### src/rtl/adc_arb_pkg.sv
package adc_arb_pkg;
  typedef enum logic [1:0] {
    OWN_IDLE = 2'd0,
    OWN_SW   = 2'd1,
    OWN_SCAN = 2'd2
  } owner_e;
endpackage

### src/rtl/adc_rst_sync.sv
module adc_rst_sync (
  input  logic clk,
  input  logic rst_n,
  output logic rst_n_sync
);
  logic stage1_q, stage2_q;

  always_ff @(posedge clk or negedge rst_n) begin
    if (!rst_n) begin
      stage1_q <= 1'b0;
      stage2_q <= 1'b0;
    end else begin
      stage1_q <= 1'b1;
      stage2_q <= stage1_q;
    end
  end

  assign rst_n_sync = stage2_q;
endmodule

### src/rtl/adc_clk_prescaler.sv
module adc_clk_prescaler #(
  parameter int DIV_CODES = 7,
  parameter int SEL_W     = 3
) (
  input  logic             clk,
  input  logic             rst_n,
  input  logic [SEL_W-1:0] div_sel,
  output logic             clk_en
);
  localparam int CNT_W = DIV_CODES - 1;

  logic [CNT_W-1:0]     cnt_q, cnt_d;
  logic [DIV_CODES-1:0] en_vec;

  always_comb cnt_d = cnt_q + 1'b1;

  always_ff @(posedge clk or negedge rst_n) begin
    if (!rst_n) cnt_q <= '0;
    else        cnt_q <= cnt_d;
  end

  genvar k;
  generate
    for (k = 0; k < DIV_CODES; k++) begin : g_code
      if (k == 0) begin : g_full
        assign en_vec[k] = 1'b1;
      end else begin : g_div
        assign en_vec[k] = &cnt_q[k-1:0];
      end
    end
  endgenerate

  always_comb begin
    clk_en = 1'b0;
    if (int'(div_sel) < DIV_CODES) clk_en = en_vec[div_sel];
  end
endmodule

### src/rtl/adc_conv_sched.sv
module adc_conv_sched
  import adc_arb_pkg::*;
#(
  parameter int CONV_TICKS = 4
) (
  input  logic clk,
  input  logic rst_n,
  input  logic tick,
  input  logic sw_req,
  input  logic scan_req,
  input  logic abort_clr,
  output logic busy_sw,
  output logic busy_scan,
  output logic done,
  output logic aborted,
  output logic result_valid
);
  localparam int TICK_W = (CONV_TICKS > 1) ? $clog2(CONV_TICKS) : 1;
  localparam logic [TICK_W-1:0] LAST_TICK = TICK_W'(CONV_TICKS - 1);

  owner_e            own_q, own_d;
  logic [TICK_W-1:0] cnt_q, cnt_d;
  logic              done_q, done_d;
  logic              abort_q, abort_d;
  logic              valid_q, valid_d;
  logic              preempt;

  always_comb begin
    own_d   = own_q;
    cnt_d   = cnt_q;
    done_d  = 1'b0;
    valid_d = valid_q;
    preempt = 1'b0;
    if (scan_req && own_q != OWN_SCAN) begin
      preempt = (own_q == OWN_SW);
      if (preempt) valid_d = 1'b0;
      own_d = OWN_SCAN;
      cnt_d = '0;
    end else if (sw_req && own_q == OWN_IDLE) begin
      own_d   = OWN_SW;
      cnt_d   = '0;
      valid_d = 1'b0;
    end else if (own_q != OWN_IDLE && tick) begin
      if (cnt_q == LAST_TICK) begin
        done_d = 1'b1;
        if (own_q == OWN_SW) valid_d = 1'b1;
        own_d = OWN_IDLE;
      end else begin
        cnt_d = cnt_q + 1'b1;
      end
    end
    if (preempt)        abort_d = 1'b1;
    else if (abort_clr) abort_d = 1'b0;
    else                abort_d = abort_q;
  end

  always_ff @(posedge clk or negedge rst_n) begin
    if (!rst_n) begin
      own_q   <= OWN_IDLE;
      cnt_q   <= '0;
      done_q  <= 1'b0;
      abort_q <= 1'b0;
      valid_q <= 1'b0;
    end else begin
      own_q   <= own_d;
      cnt_q   <= cnt_d;
      done_q  <= done_d;
      abort_q <= abort_d;
      valid_q <= valid_d;
    end
  end

  assign busy_sw      = (own_q == OWN_SW);
  assign busy_scan    = (own_q == OWN_SCAN);
  assign done         = done_q;
  assign aborted      = abort_q;
  assign result_valid = valid_q;
endmodule

### src/rtl/adc_trig_arb.sv
module adc_trig_arb #(
  parameter int CONV_TICKS = 4,
  parameter int DIV_CODES  = 7,
  parameter int SEL_W      = 3
) (
  input  logic             clk,
  input  logic             rst_n,
  input  logic             sw_start,
  input  logic             pwm_period_evt,
  input  logic             pwm_duty_evt,
  input  logic             scan_en,
  input  logic             scan_src_sel,
  input  logic [SEL_W-1:0] clk_div_sel,
  input  logic             abort_clr,
  output logic             conv_clk_en,
  output logic             busy_sw,
  output logic             busy_scan,
  output logic             conv_done,
  output logic             sw_aborted,
  output logic             sw_result_valid
);
  logic rst_n_i;
  logic scan_req;

  adc_rst_sync u_rst_sync (
    .clk        (clk),
    .rst_n      (rst_n),
    .rst_n_sync (rst_n_i)
  );

  adc_clk_prescaler #(
    .DIV_CODES (DIV_CODES),
    .SEL_W     (SEL_W)
  ) u_presc (
    .clk     (clk),
    .rst_n   (rst_n_i),
    .div_sel (clk_div_sel),
    .clk_en  (conv_clk_en)
  );

  always_comb scan_req = scan_en & (scan_src_sel ? pwm_duty_evt : pwm_period_evt);

  adc_conv_sched #(
    .CONV_TICKS (CONV_TICKS)
  ) u_sched (
    .clk          (clk),
    .rst_n        (rst_n_i),
    .tick         (conv_clk_en),
    .sw_req       (sw_start),
    .scan_req     (scan_req),
    .abort_clr    (abort_clr),
    .busy_sw      (busy_sw),
    .busy_scan    (busy_scan),
    .done         (conv_done),
    .aborted      (sw_aborted),
    .result_valid (sw_result_valid)
  );
endmodule

### config.mk
export PLATFORM = sky130hd
export DESIGN_NAME = adc_trig_arb
export DESIGN_NICKNAME = d
export VERILOG_FILES = /design/src/rtl/adc_arb_pkg.sv /design/src/rtl/adc_rst_sync.sv /design/src/rtl/adc_clk_prescaler.sv /design/src/rtl/adc_conv_sched.sv /design/src/rtl/adc_trig_arb.sv
export SDC_FILE = /design/constraint.sdc
export NUM_CORES = 1
export LEC_CHECK = 0
export ABC_AREA = 1
export BUFFER_PORTS_ARGS = -buffer_cell sky130_fd_sc_hd__buf_4
export CAP_MARGIN = 10
export CORE_ASPECT_RATIO = 0.9
export CORE_MARGIN = 2
export CORE_UTILIZATION = 50
export CTS_CLUSTER_SIZE = 28
export DETAILED_ROUTE_END_ITERATION = 7
export GPL_ROUTABILITY_DRIVEN = 0
export HOLD_SLACK_MARGIN = 0.12
export PLACE_DENSITY = 0.73
export SLEW_MARGIN = 20
export SYNTH_ARGS = -nofsm -noshare
export SYNTH_HDL_FRONTEND = slang
export SYNTH_SLANG_ARGS = --single-unit
### constraint.sdc
create_clock -name clk -period 1.9 [get_ports clk]
set_clock_uncertainty 0.15 [all_clocks]
set_input_delay 0.095 -clock clk [delete_from_list [all_inputs] [get_ports clk]]
set_output_delay 0.095 -clock clk [all_outputs]
set_load 0.05 [all_outputs]
==> impl_metrics.csv <==
group,metric,value,unit
clocking,cts_buffer_depth,2,
yosys,yosysUniqueCellTypes,20,
timing,max_slew_margin,0.622,
floorplanning,start_util,0.544,
detailed_routing,wirelength,1.72,mm
global_route,grt_pass1_wl,2.58,mm
status,violations,"setup timing",
yosys,synthCells,94,
clocking,htreeDepth,1,
place,dpl.hpwl,1.14,mm
timing,max_freq,521,MHz
global_route,grt_max_degree,14,
timing,hold_ws,0.180,ns
critical_path,endpoint_kind,"output pin",
yosys,synth.top_cell.area_share,0.471,
yosys,yosysMostFrequentCell,"nand2_1",
yosys,syn-num-nets,109,
clocking,cts_root_buf,"clkbuf_4",
detailed_routing,drt_pass1_iterations,4,
timing,rsz0062_at_grt,"true",
detailed_routing,dr_total_vias,720,
status,status,"finished, violations left",
clocking,cts.sink_count,15,
timing,period_share,1.01,
finish,antennaDiodeCount,0,
critical_path,cp.required,1.65,ns
place,dp_cells,125,
global_route,track_usage,0.185,
critical_path,critPathMaxFanout,2,
floorplanning,core_area,0.00146,mm2
timing,tightest_slew,0.566,ns
floorplanning,io_pins,17,
global_route,grt_overflow_total,0,
clocking,insertion_delay,0.30,ns
finish,nNetsFinal,147,
finish,fill_cells,96,
run,drv_cap,0,
finish,drive_above_1_share,0.405,
yosys,synth_top_family_by_area,"simple AND/OR/NAND/NOR gates",
clocking,cts_inserted_buffers,3,
yosys,synth_common_cells,"24 x nand2_1, 17 x inv_1, 15 x dfrtp_1",
yosys,synth_area_leader_cell,"dfrtp_1",
critical_path,criticalPathCategory,"reg -> out",
detailed_routing,drc,0,
floorplanning,num_rows,13,
detailed_routing,final_antenna_net_count,0,
detailed_routing,wl_per_cell,11.8,um
yosys,ys_seq_elements,15,
pwr,ir_drop,0.698,mV
yosys,seq_area_frac_synth,0.471,
yosys,synth-simple-area-share,0.303,
yosys,yosysWarnings,0,
yosys,yosys.area_share.adder,0.0628,
clocking,cts.reportedPaths.clkPinSlew,0.10,ns
floorplanning,die_y,41.9,um
floorplanning,dieArea,0.00193,mm2
global_route,antenna_found_initial,0,
critical_path,start_kind,"register",
yosys,synth_compound_area_frac,0.0424,
clocking,cts_tree,"done",
timing,period_needed,1.92,ns
worst_hold_path,hold_class,"in -> reg",
finish,fin_util,0.796,
timing,setup_viol,1,
floorplanning,fp.dieW,46.1,um
place,portBuffers,16,
yosys,synth_ff_type,"dfrtp_1",
yosys,synth_xor_area_frac,0.0220,
timing,hold_violations,0,
yosys,postSynth.asyncResetShare,1.00,
yosys,avgSynthCellArea,8.48,um2
timing,worst_slack,-0.0200,ns
detailed_routing,drt_iter0_markers,8,
yosys,synth_area,797,um2
pwr,leakage,0.630,nW
yosys,muxShareOfSynthArea,0,
finish,layout.cells.non_filler,146,
critical_path,arrival,1.67,ns
detailed_routing,viasPerCell,4.93,
finish,area_delta_synth_final,46.2,%
yosys,synth_edf_count,0,
global_route,grt_pass1_vias,641,
timing,slew_violations,0,
pwr,power_per_cell_area,961,mW/mm2
yosys,synth_area_leaders,"dfrtp_1 47%, nand2_1 11%, inv_1 8.0%",
-- layout by cell type, fill, tap and decap left out --
master	count
o21ai_1	1
a21oi_1	1
o21a_1	1
ha_1	2
conb_1	1
buf_8	1
nor2_1	5
xnor2_1	1
nand2_2	3
clkbuf_4	3
inv_2	5
ha_4	1
nand3_2	4
nand4_4	1
dlygate4sd3_1	8
dfrtp_1	15
ha_2	1
buf_4	24
nor2_4	3
nor2_2	5
nand3_1	3
nand4_1	2
inv_1	15
clkinvlp_4	1
xor2_1	1
o211ai_1	1
o21ai_2	1
nand2_1	21
-- state kept, by name, indices dropped and copies added, names as in the netlist --
name                   count
u_sched.aborted            1
u_sched.result_valid       1
u_rst_sync.rst_n_sync      1
u_presc.cnt_q              6
u_rst_sync.stage1_q        1
u_sched.cnt_q              2
u_sched.done               1
u_sched.own_q              2
-- critical path: stages, from the launching register on --
cell     delay, ns
dfrtp_1       0.40
ha_2          0.20
buf_4         0.13
ha_1          0.17
inv_1         0.05
nand2_1       0.05
nand3_2       0.07
nand2_2       0.06
inv_2         0.06
nor2_4        0.04
buf_8         0.15
-- per-stage QoR --
step / total power (W) / TNS [ns] / cell area, um2 / worst slack (ns)
4_1_cts: 0.00108 / -0.0443 / 1110 / -0.0328
2_1_floorplan: 0.000742 / -0.0483 / 800 / -0.0255
3_5_place_dp: 0.000858 / 0 / 938 / 0.0540
3_3_place_gp: 0.000843 / 0 / 938 / 0.111
5_1_grt: 0.00118 / -0.200 / 1160 / -0.0904
6_report: 0.00112 / -0.0200 / 1160 / -0.0200
-- power by group --
| group | switching (W) | internal [W] | leakage (nW) |
|---|---|---|---|
| Clock | 0.000116 | 0.0000803 | 0.0139 |
| Sequential | 0.0000430 | 0.000373 | 0.186 |
| Combinational | 0.000326 | 0.000181 | 0.430 |
-- worst paths after layout --
| check | slack (ns) | startpoint | depth (start not counted) | end |
|---|---|---|---|---|
| max | -0.02 | u_presc.cnt_q[0] | 10 | conv_clk_en |
| min | 0.18 | clk_div_sel[0] | 6 | u_sched.own_q[1] |
| max reg2reg | 0.05 | u_presc.cnt_q[0] | 14 | u_sched.cnt_q[0] |
| min reg2reg | 0.22 | u_rst_sync.stage1_q | 0 | u_rst_sync.rst_n_sync |
| max in group asynchronous | 0.61 | u_rst_sync.rst_n_sync | 1 | u_presc.cnt_q[5] |
| min in group asynchronous | 0.49 | rst_n | 3 | u_rst_sync.rst_n_sync |
-- logic make-up (layout without fill, tap and decap cells) --
logic type	count (synthesis)	count (layout)
XOR/XNOR	2	2
AO/OA/AOI/OAI	5	5
flip-flops	15	15
AND/OR/NAND/NOR	47	47
buffers and inverters	20	57
other	1	1
adder cells (fa/ha/maj)	4	4
-- routing by layer --
layer,track usage,part of all wire
met5,0,0
met1,0.237,0.42
met4,0.0686,0.023
met3,0.0304,0.051
met2,0.306,0.50
-- area by class of cell --
cell class	count	area [um2]	share of cell area
multi-input cells	59	390	0.335
clock buffers	3	22.5	0.0193
inverters	20	75.1	0.0644
well taps	15	18.8	0.0161
repair buffers	33	275	0.236
clock inverters	1	7.51	0.00644
flip-flops and latches	15	375	0.322
-- timing repair --
| action | 4_1_cts | 5_1_grt |
|---|---|---|
| pin swaps | 5 | 8 |
| buffers inserted | 5 | 4 |
| gates resized for setup | 6 | 6 |
| hold buffers | 8 | 0 |
| endpoints found under the setup margin | 1 | 5 |
| hold endpoints to repair | 21 | 0 |
No activity file was read; power rests on OpenSTA's default activity.
